==> src/rtl/bsz_pkg.sv <==
package bsz_pkg;

  typedef enum logic [1:0] {
    ST_IDLE = 2'd0,
    ST_CYC  = 2'd1,
    ST_GAP  = 2'd2
  } bsz_state_e;

  // width acknowledge codes, active low {bit1, bit0}
  localparam logic [1:0] ACK_NONE = 2'b11;
  localparam logic [1:0] ACK_WIDE = 2'b00;
  localparam logic [1:0] ACK_HALF = 2'b01;
  localparam logic [1:0] ACK_BYTE = 2'b10;

  // transfer size codes
  localparam logic [1:0] SZ_LONG = 2'b00;
  localparam logic [1:0] SZ_WORD = 2'b10;

endpackage

==> src/rtl/bsz_seq.sv <==
module bsz_seq
  import bsz_pkg::*;
(
  input  logic       clk,
  input  logic       rst_n,
  input  logic       req_valid,
  input  logic [1:0] ack_n,
  output logic       accept,
  output logic       ack_seen,
  output logic       last,
  output logic       second,
  output logic       strobe_on,
  output logic       busy,
  output logic       done,
  output logic       err
);

  bsz_state_e st_q, st_d;
  logic       second_q, second_d;
  logic       err_q, err_d;
  logic       done_q, done_d;

  always_comb begin
    accept   = (st_q == ST_IDLE) && req_valid;
    ack_seen = (st_q == ST_CYC) && (ack_n != ACK_NONE);
    last     = ack_seen && (second_q || (ack_n == ACK_WIDE));

    st_d     = st_q;
    second_d = second_q;
    err_d    = err_q;
    done_d   = last;

    case (st_q)
      ST_IDLE: if (accept) st_d = ST_CYC;
      ST_CYC:  if (ack_seen) st_d = last ? ST_IDLE : ST_GAP;
      ST_GAP:  st_d = ST_CYC;
      default: st_d = ST_IDLE;
    endcase

    if (accept) begin
      second_d = 1'b0;
      err_d    = 1'b0;
    end else begin
      if (ack_seen && !last)         second_d = 1'b1;
      if (ack_seen && ack_n == ACK_BYTE) err_d = 1'b1;
    end
  end

  always_ff @(posedge clk or negedge rst_n) begin
    if (!rst_n) begin
      st_q     <= ST_IDLE;
      second_q <= 1'b0;
      err_q    <= 1'b0;
      done_q   <= 1'b0;
    end else begin
      st_q     <= st_d;
      second_q <= second_d;
      err_q    <= err_d;
      done_q   <= done_d;
    end
  end

  assign second    = second_q;
  assign strobe_on = (st_q == ST_CYC);
  assign busy      = (st_q != ST_IDLE);
  assign done      = done_q;
  assign err       = err_q;

endmodule

==> src/rtl/bsz_lanes.sv <==
module bsz_lanes #(
  parameter int ADDR_W = 24,
  parameter int DATA_W = 32
) (
  input  logic              clk,
  input  logic              rst_n,
  input  logic              accept,
  input  logic              ack_seen,
  input  logic              last,
  input  logic              second,
  input  logic              strobe_on,
  input  logic              busy,
  input  logic [ADDR_W-1:0] req_addr,
  input  logic              req_write,
  input  logic [DATA_W-1:0] req_wdata,
  input  logic [DATA_W-1:0] bus_din,
  output logic [ADDR_W-1:0] bus_addr,
  output logic [DATA_W-1:0] bus_dout,
  output logic              bus_dout_en,
  output logic              bus_rw,
  output logic [DATA_W-1:0] rdata
);

  localparam int HALF       = DATA_W / 2;
  localparam int HALF_BYTES = HALF / 8;

  logic [ADDR_W-1:0] addr_q, addr_d;
  logic              wr_q, wr_d;
  logic [DATA_W-1:0] wdata_q, wdata_d;
  logic [DATA_W-1:0] rdata_q, rdata_d;
  logic [HALF-1:0]   upper_in;

  assign upper_in = bus_din[DATA_W-1:HALF];

  always_comb begin
    addr_d  = addr_q;
    wr_d    = wr_q;
    wdata_d = wdata_q;
    rdata_d = rdata_q;
    if (accept) begin
      addr_d  = req_addr;
      wr_d    = req_write;
      wdata_d = req_wdata;
    end else if (ack_seen) begin
      if (!last) begin
        addr_d                    = addr_q + ADDR_W'(HALF_BYTES);
        rdata_d[DATA_W-1:HALF]    = upper_in;
      end else if (second) begin
        rdata_d[HALF-1:0]         = upper_in;
      end else begin
        rdata_d                   = bus_din;
      end
    end
  end

  always_ff @(posedge clk or negedge rst_n) begin
    if (!rst_n) begin
      addr_q  <= '0;
      wr_q    <= 1'b0;
      wdata_q <= '0;
      rdata_q <= '0;
    end else begin
      addr_q  <= addr_d;
      wr_q    <= wr_d;
      wdata_q <= wdata_d;
      rdata_q <= rdata_d;
    end
  end

  // second half of a write goes out on the upper lanes, mirrored below
  assign bus_dout    = second ? {2{wdata_q[HALF-1:0]}} : wdata_q;
  assign bus_dout_en = strobe_on && wr_q;
  assign bus_rw      = !(wr_q && busy);
  assign bus_addr    = addr_q;
  assign rdata       = rdata_q;

endmodule

==> src/rtl/bsz_master.sv <==
module bsz_master
  import bsz_pkg::*;
#(
  parameter int ADDR_W = 24,
  parameter int DATA_W = 32,
  parameter int SYNC_N = 2
) (
  input  logic              clk,
  input  logic              rst_n,
  input  logic              req_valid,
  input  logic [ADDR_W-1:0] req_addr,
  input  logic              req_write,
  input  logic [DATA_W-1:0] req_wdata,
  output logic [ADDR_W-1:0] bus_addr,
  output logic [1:0]        bus_size,
  output logic              bus_as_n,
  output logic              bus_rw,
  output logic [DATA_W-1:0] bus_dout,
  output logic              bus_dout_en,
  input  logic [DATA_W-1:0] bus_din,
  input  logic [1:0]        bus_ack_n,
  output logic              busy,
  output logic              done,
  output logic [DATA_W-1:0] rdata,
  output logic              size_err
);

  logic core_rst_n;
  logic accept, ack_seen, last, second, strobe_on;

  // reset: asserted asynchronously, released through a short flop chain
  generate
    if (SYNC_N > 1) begin : g_rsync
      logic [SYNC_N-1:0] rs_q;
      always_ff @(posedge clk or negedge rst_n) begin
        if (!rst_n) rs_q <= '0;
        else        rs_q <= {rs_q[SYNC_N-2:0], 1'b1};
      end
      assign core_rst_n = rs_q[SYNC_N-1];
    end else begin : g_rsync1
      logic rs_q;
      always_ff @(posedge clk or negedge rst_n) begin
        if (!rst_n) rs_q <= 1'b0;
        else        rs_q <= 1'b1;
      end
      assign core_rst_n = rs_q;
    end
  endgenerate

  bsz_seq u_seq (
    .clk       (clk),
    .rst_n     (core_rst_n),
    .req_valid (req_valid),
    .ack_n     (bus_ack_n),
    .accept    (accept),
    .ack_seen  (ack_seen),
    .last      (last),
    .second    (second),
    .strobe_on (strobe_on),
    .busy      (busy),
    .done      (done),
    .err       (size_err)
  );

  bsz_lanes #(.ADDR_W(ADDR_W), .DATA_W(DATA_W)) u_lanes (
    .clk         (clk),
    .rst_n       (core_rst_n),
    .accept      (accept),
    .ack_seen    (ack_seen),
    .last        (last),
    .second      (second),
    .strobe_on   (strobe_on),
    .busy        (busy),
    .req_addr    (req_addr),
    .req_write   (req_write),
    .req_wdata   (req_wdata),
    .bus_din     (bus_din),
    .bus_addr    (bus_addr),
    .bus_dout    (bus_dout),
    .bus_dout_en (bus_dout_en),
    .bus_rw      (bus_rw),
    .rdata       (rdata)
  );

  assign bus_as_n = !strobe_on;
  assign bus_size = second ? SZ_WORD : SZ_LONG;

endmodule

==> config.mk <==
export PLATFORM = sky130hd
export DESIGN_NAME = bsz_master
export DESIGN_NICKNAME = d
export VERILOG_FILES = /design/src/rtl/bsz_pkg.sv /design/src/rtl/bsz_seq.sv /design/src/rtl/bsz_lanes.sv /design/src/rtl/bsz_master.sv
export SDC_FILE = /design/constraint.sdc
export NUM_CORES = 1
export LEC_CHECK = 0
export ABC_AREA = 1
export BUFFER_PORTS_ARGS = -buffer_cell sky130_fd_sc_hd__buf_2
export CAP_MARGIN = 40
export CORE_UTILIZATION = 53
export DETAILED_ROUTE_END_ITERATION = 6
export GPL_ROUTABILITY_DRIVEN = 0
export PLACE_DENSITY_LB_ADDON = 0.08
export SETUP_SLACK_MARGIN = 0.4
export SYNTH_ARGS = -nofsm -noshare
export SYNTH_HDL_FRONTEND = slang
export SYNTH_SLANG_ARGS = --single-unit
==> constraint.sdc <==
create_clock -name clk -period 4.5 [get_ports clk]
set_input_delay 0.9 -clock clk [delete_from_list [all_inputs] [get_ports clk]]
set_output_delay 0.9 -clock clk [all_outputs]
set_load 0.01 [all_outputs]
; Yosys cells after proc, flatten, opt, wreduce, memory -nomap -nowiden
; Index checks and enable logic that the tools add are counted.
[classes]
addsub = 1
bitwise = 1
reduce_logical = 21
mux = 16
eq_ne = 8
[op_table]
columns = cell, count
row1 = two-way mux 24 bit, 3
row2 = two-way mux 16 bit, 3
row3 = two-way mux 32 bit, 1
row4 = adder 24 x 2 -> 24 bit (second input constant), 1
row5 = != test 2 bit (second input constant), 5
row6 = two-way mux 2 bit, 4
row7 = nonzero test 2 bit, 4
row8 = logical AND 1 bit, 7
row9 = case mux 2 bit (3 select lines), 1
row10 = AND reduction 3 bit, 2
row11 = equality test 2 bit (second input constant), 2
row12 = logical NOT 2 bit, 2
row13 = two-way mux 1 bit, 4
row14 = AND reduction 2 bit, 2
row15 = logical NOT 1 bit, 3
row16 = equality test 2 x 1 -> 1 bit (second input constant), 1
row17 = logical OR 1 bit, 1
row18 = NOT 1 bit, 1
[word_totals]
output_inout_bits = 96
in_bits = 94
wordCells = 57
regBits = 96

; Longest topological paths before layout
[logic_depth]
depth_word = 7
mapped_depth = 10
depth_no_buf = 10

; By module
; A second synthesis with hierarchy kept.
[unflattened]
hier_cells = 643
area_unflattened_um2 = 4938.5
[modules_own_cells]
columns = mod, seq_area_each_um2, instances, area_per_inst_um2, cells_each
row1 = bsz_lanes, 2227.1, 1, 4614.4, 606
row2 = bsz_seq, 125.1, 1, 247.7, 30
row3 = bsz_master, 50.0, 1, 76.3, 7

; Worst setup path before layout
; No wires, ideal clock.
[synth_path]
path_kind = register -> output
start = reg u_seq.second_q (netlist: u_seq.second)
end = out bus_dout[16]
path_stages_with_launch = 6
path_buffers = 2
t_required_ns = 3.600
t_arrival_ns = 1.080
path_slack_ns = 2.520
path_cell_list = dfrtp_1 -> buf_2 -> inv_2 -> buf_1 -> nand2_1 -> nand2_1
[synth_via]
elab_chain_cells = 1
[synth_rtl]
columns = item, line
row1 = "start, declared", bsz_seq.sv:19  ; logic second_q, second_d;
row2 = "start signal, assigned", bsz_seq.sv:57  ; second_q <= second_d;
row3 = two-way mux 32 bit, bsz_lanes.sv:71  ; assign bus_dout = second ? {2{wdata_q[HALF-1:0]}} : wdata_q;
row4 = "end, declared", bsz_master.sv:18  ; output logic [DATA_W-1:0] bus_dout,
; No other way between the ends.

; Final worst setup path
[layout_path]
start = reg u_seq.second_q (netlist: u_seq.second)
end = out bus_dout[20]
; Same word-level chain as after synthesis.

==> flow_summary.yaml <==
worst_setup_path:
  path_max_fanout: 35
  setup.worst_path.end_class: "output pin"
  cp.required_ns: 3.60
  start_kind: "flip-flop"
  arrival_ns: 1.96
  rr_startpoint: "u_seq.st_q[0]"
  critPathLaunch: "u_seq.second"
  crit_type: "flip-flop to output pin"
power:
  total_power_uw: 4256
  power.leakage_uw: 0.003346
  p_per_area_nw_per_um2: 703.7
  max-vdd-ir-drop_uv: 353.8
floorplanning:
  ioPinCount: 190
  start_util_pct: 54.44
  rows: 35
  die_h_um: 98.96
  die_area_um2: 9792
  die_x_um: 98.96
  fp.coreArea_um2: 9153
yosys:
  synth.avg_cell_area_um2: 7.773
  ys_async_sr_fraction_pct: 100.0
  synth.area.top_cells: "dfrtp_1, nand2_1, nor2_1, buf_4, mux2_4"
  synth-seq-cells: 96
  yosys_warnings: 0
  yosysTopAreaCell: "dfrtp_1"
  synth-edff-count: 0
  syn_nets: 736
  synthFlopType: "dfrtp_1"
  yosysSeqAreaShare_pct: 48.22
  syn_area_um2: 4982
  synth_top_area_share_pct: 48.22
  yosys.cell_types.count: 32
  synthCells: 641
sta:
  grt_setup_unrepaired: "no"
  fin_tns_setup_ns: 0
  period_share_pct: 63.47
  finalSetupViolCount: 0
  slew_headroom_pct: 52.79
  tightest_slew_ns: 0.7072
  min_period_ns: 2.856
  hold_viol: 0
  clock_skew_ns: 0.01307
  max_freq_ghz: 0.3501
  slew_violations: 0
finish:
  drive_gt1_share_pct: 31.38
  nNetsFinal: 893
  areaGrowthSynthToFinish_pct: 21.40
  antenna_cells: 0
  fill_cells: 827
routing:
  drc: 0
  avgRoutedWirePerCell_um: 13.74
  vias_per_cell: 5.068
  vias: 4632
  drt-initial-drc-count: 173
  ant_nets: 0
  finalWirelength_um: 12560
  dr.pass1.iters: 4
clocking:
  cts_tree: "yes"
  clock_latency_ns: 0.36
  path_clk_slew_ns: 0.10
  ctsHoldBuffers: 0
  cts_resized: 0
  ctsHtreeMaxLevel: 3
  cts.sinks: 96
  root_buffer: "clkbuf_8"
  cts_made_buffers: 9
  cts.path.max_buffers: 2
  postCtsSetupBuffers: 0
min_path:
  hp-class: "input pin to asynchronous set/reset pin"
outcome:
  run_status: "finished, final reports clean"
global_routing:
  grt_pass1_wl_um: 20600
  antenna_found_initial: 0
  overflow: 0
  grt.total_usage_pct: 26.41
  grt_pass1_vias: 4438
  grt_max_degree: 69
job:
  drv_cap: 0
place:
  hpwl_um: 8760
  io_buffers: 188
[stage by stage]
stage | utilization, % | hold WS (ns) | area [µm²] | std cells | setup WS (ns)
6_report | 66.08 | 0.2998 | 6048 | 914 | 1.644
5_1_grt | 66.08 | 0.2821 | 6048 | 914 | 1.490
4_1_cts | 66.08 | 0.2854 | 6048 | 914 | 1.605
3_5_place_dp | 63.53 | 0.3402 | 5814 | 898 | 1.548
2_1_floorplan | - | 0.3312 | 4982 | 641 | 1.628
3_3_place_gp | 63.23 | 0.3386 | 5787 | 897 | 1.528
[kinds of logic (layout without fill, tap and decap cells)]
group	Yosys count	in the layout	synth area share [%]
buf+inv	82	244	8.789
xor+xnor	2	2	0.3516
fa+ha+maj	1	1	0.2511
flops	96	96	48.22
compound gates	52	52	5.852
other cells	2	2	0.1507
simple gates	390	390	32.02
mux	16	16	4.369
[state kept, by name, summed over array words and instances, names as in the netlist]
register and flops:
g_rsync.rs_q 2, u_lanes.bus_addr 24, u_lanes.rdata 32, u_lanes.wdata_q 32, u_lanes.wr_q 1, u_seq.done 1
u_seq.err 1, u_seq.second 1, u_seq.st_q 2
[path summary, 6_finish.rpt]
kind                                   endpoint  slack (ns)  cells after the start
setup / recovery                   bus_dout[20]        1.64                      5
hold / removal                  g_rsync.rs_q[1]        0.30                      1
setup reg to reg           u_lanes.bus_addr[11]        2.10                      8
hold reg to reg                 g_rsync.rs_q[1]        0.36                      0
max in group asynchronous   u_lanes.wdata_q[26]        3.07                      1
min in group clk                g_rsync.rs_q[1]        0.36                      0
[worst max-delay path: stages (launching register included)]
cell	delay, ns
dfrtp_1	0.37
buf_4	0.26
inv_2	0.58
nand2_1	0.11
nand2_1	0.11
buf_2	0.13
[synth_stat cells, types with 2 or more instances]
| cell | n |
|---|---|
| nand2_1 | 277 |
| dfrtp_1 | 96 |
| nor2_1 | 64 |
| inv_1 | 30 |
| buf_4 | 27 |
| nand3_1 | 22 |
| a31oi_1 | 18 |
| o21ai_0 | 17 |
| a21oi_1 | 12 |
| buf_2 | 10 |
| mux2_4 | 10 |
| nor2_2 | 8 |
| mux2_2 | 6 |
| inv_2 | 5 |
| buf_1 | 4 |
| nand2_2 | 4 |
| nand4_1 | 4 |
| nor2_4 | 4 |
| clkbuf_1 | 3 |
| nand2_4 | 3 |
| buf_6 | 2 |
| conb_1 | 2 |
| nor3_1 | 2 |
| o21ai_1 | 2 |
| xnor2_1 | 2 |
[routing by layer]
metal / vias up / wire (µm) / global-route usage (%)
met5: - / 0 / 0
met4: 0 / 188 / 10.10
met3: 14 / 768 / 5.106
met2: 151 / 6092 / 44.22
met1: 2167 / 5505 / 34.00
li1: 2300 / - / -
[layout by cell type (no fill, tap or decap), types with 2 or more instances in the layout]
master / n
mux2_2: 6
conb_1: 2
o21ai_0: 17
inv_1: 30
inv_2: 5
a31oi_1: 18
nor2_4: 4
nor2_1: 64
nand2_2: 4
mux2_4: 10
xnor2_1: 2
buf_2: 188
clkbuf_8: 10
o21ai_1: 2
nand2_1: 277
nand3_1: 22
nor3_1: 2
bufinv_16: 2
nand4_1: 4
nor2_2: 8
inv_6: 2
a21oi_1: 12
nand2_4: 3
buf_4: 3
dfrtp_1: 95
[where the power goes]
group	switching [µW]	total, µW	internal [µW]
Combinational	1200	2010	809
Clock	324	660	337
Sequential	323	1590	1270
[area by class of cell]
type | instances | area (µm²) | share of cell area, %
Sequential cell | 96 | 2406 | 39.78
Multi-Input combinational cell | 463 | 2142 | 35.42
Timing Repair Buffer | 192 | 991.0 | 16.38
Tap cell | 111 | 138.9 | 2.296
Clock inverter | 6 | 96.34 | 1.593
Inverter | 36 | 136.4 | 2.255
Clock buffer | 10 | 137.6 | 2.276
Note: power is estimated with default switching activity, not from simulation.
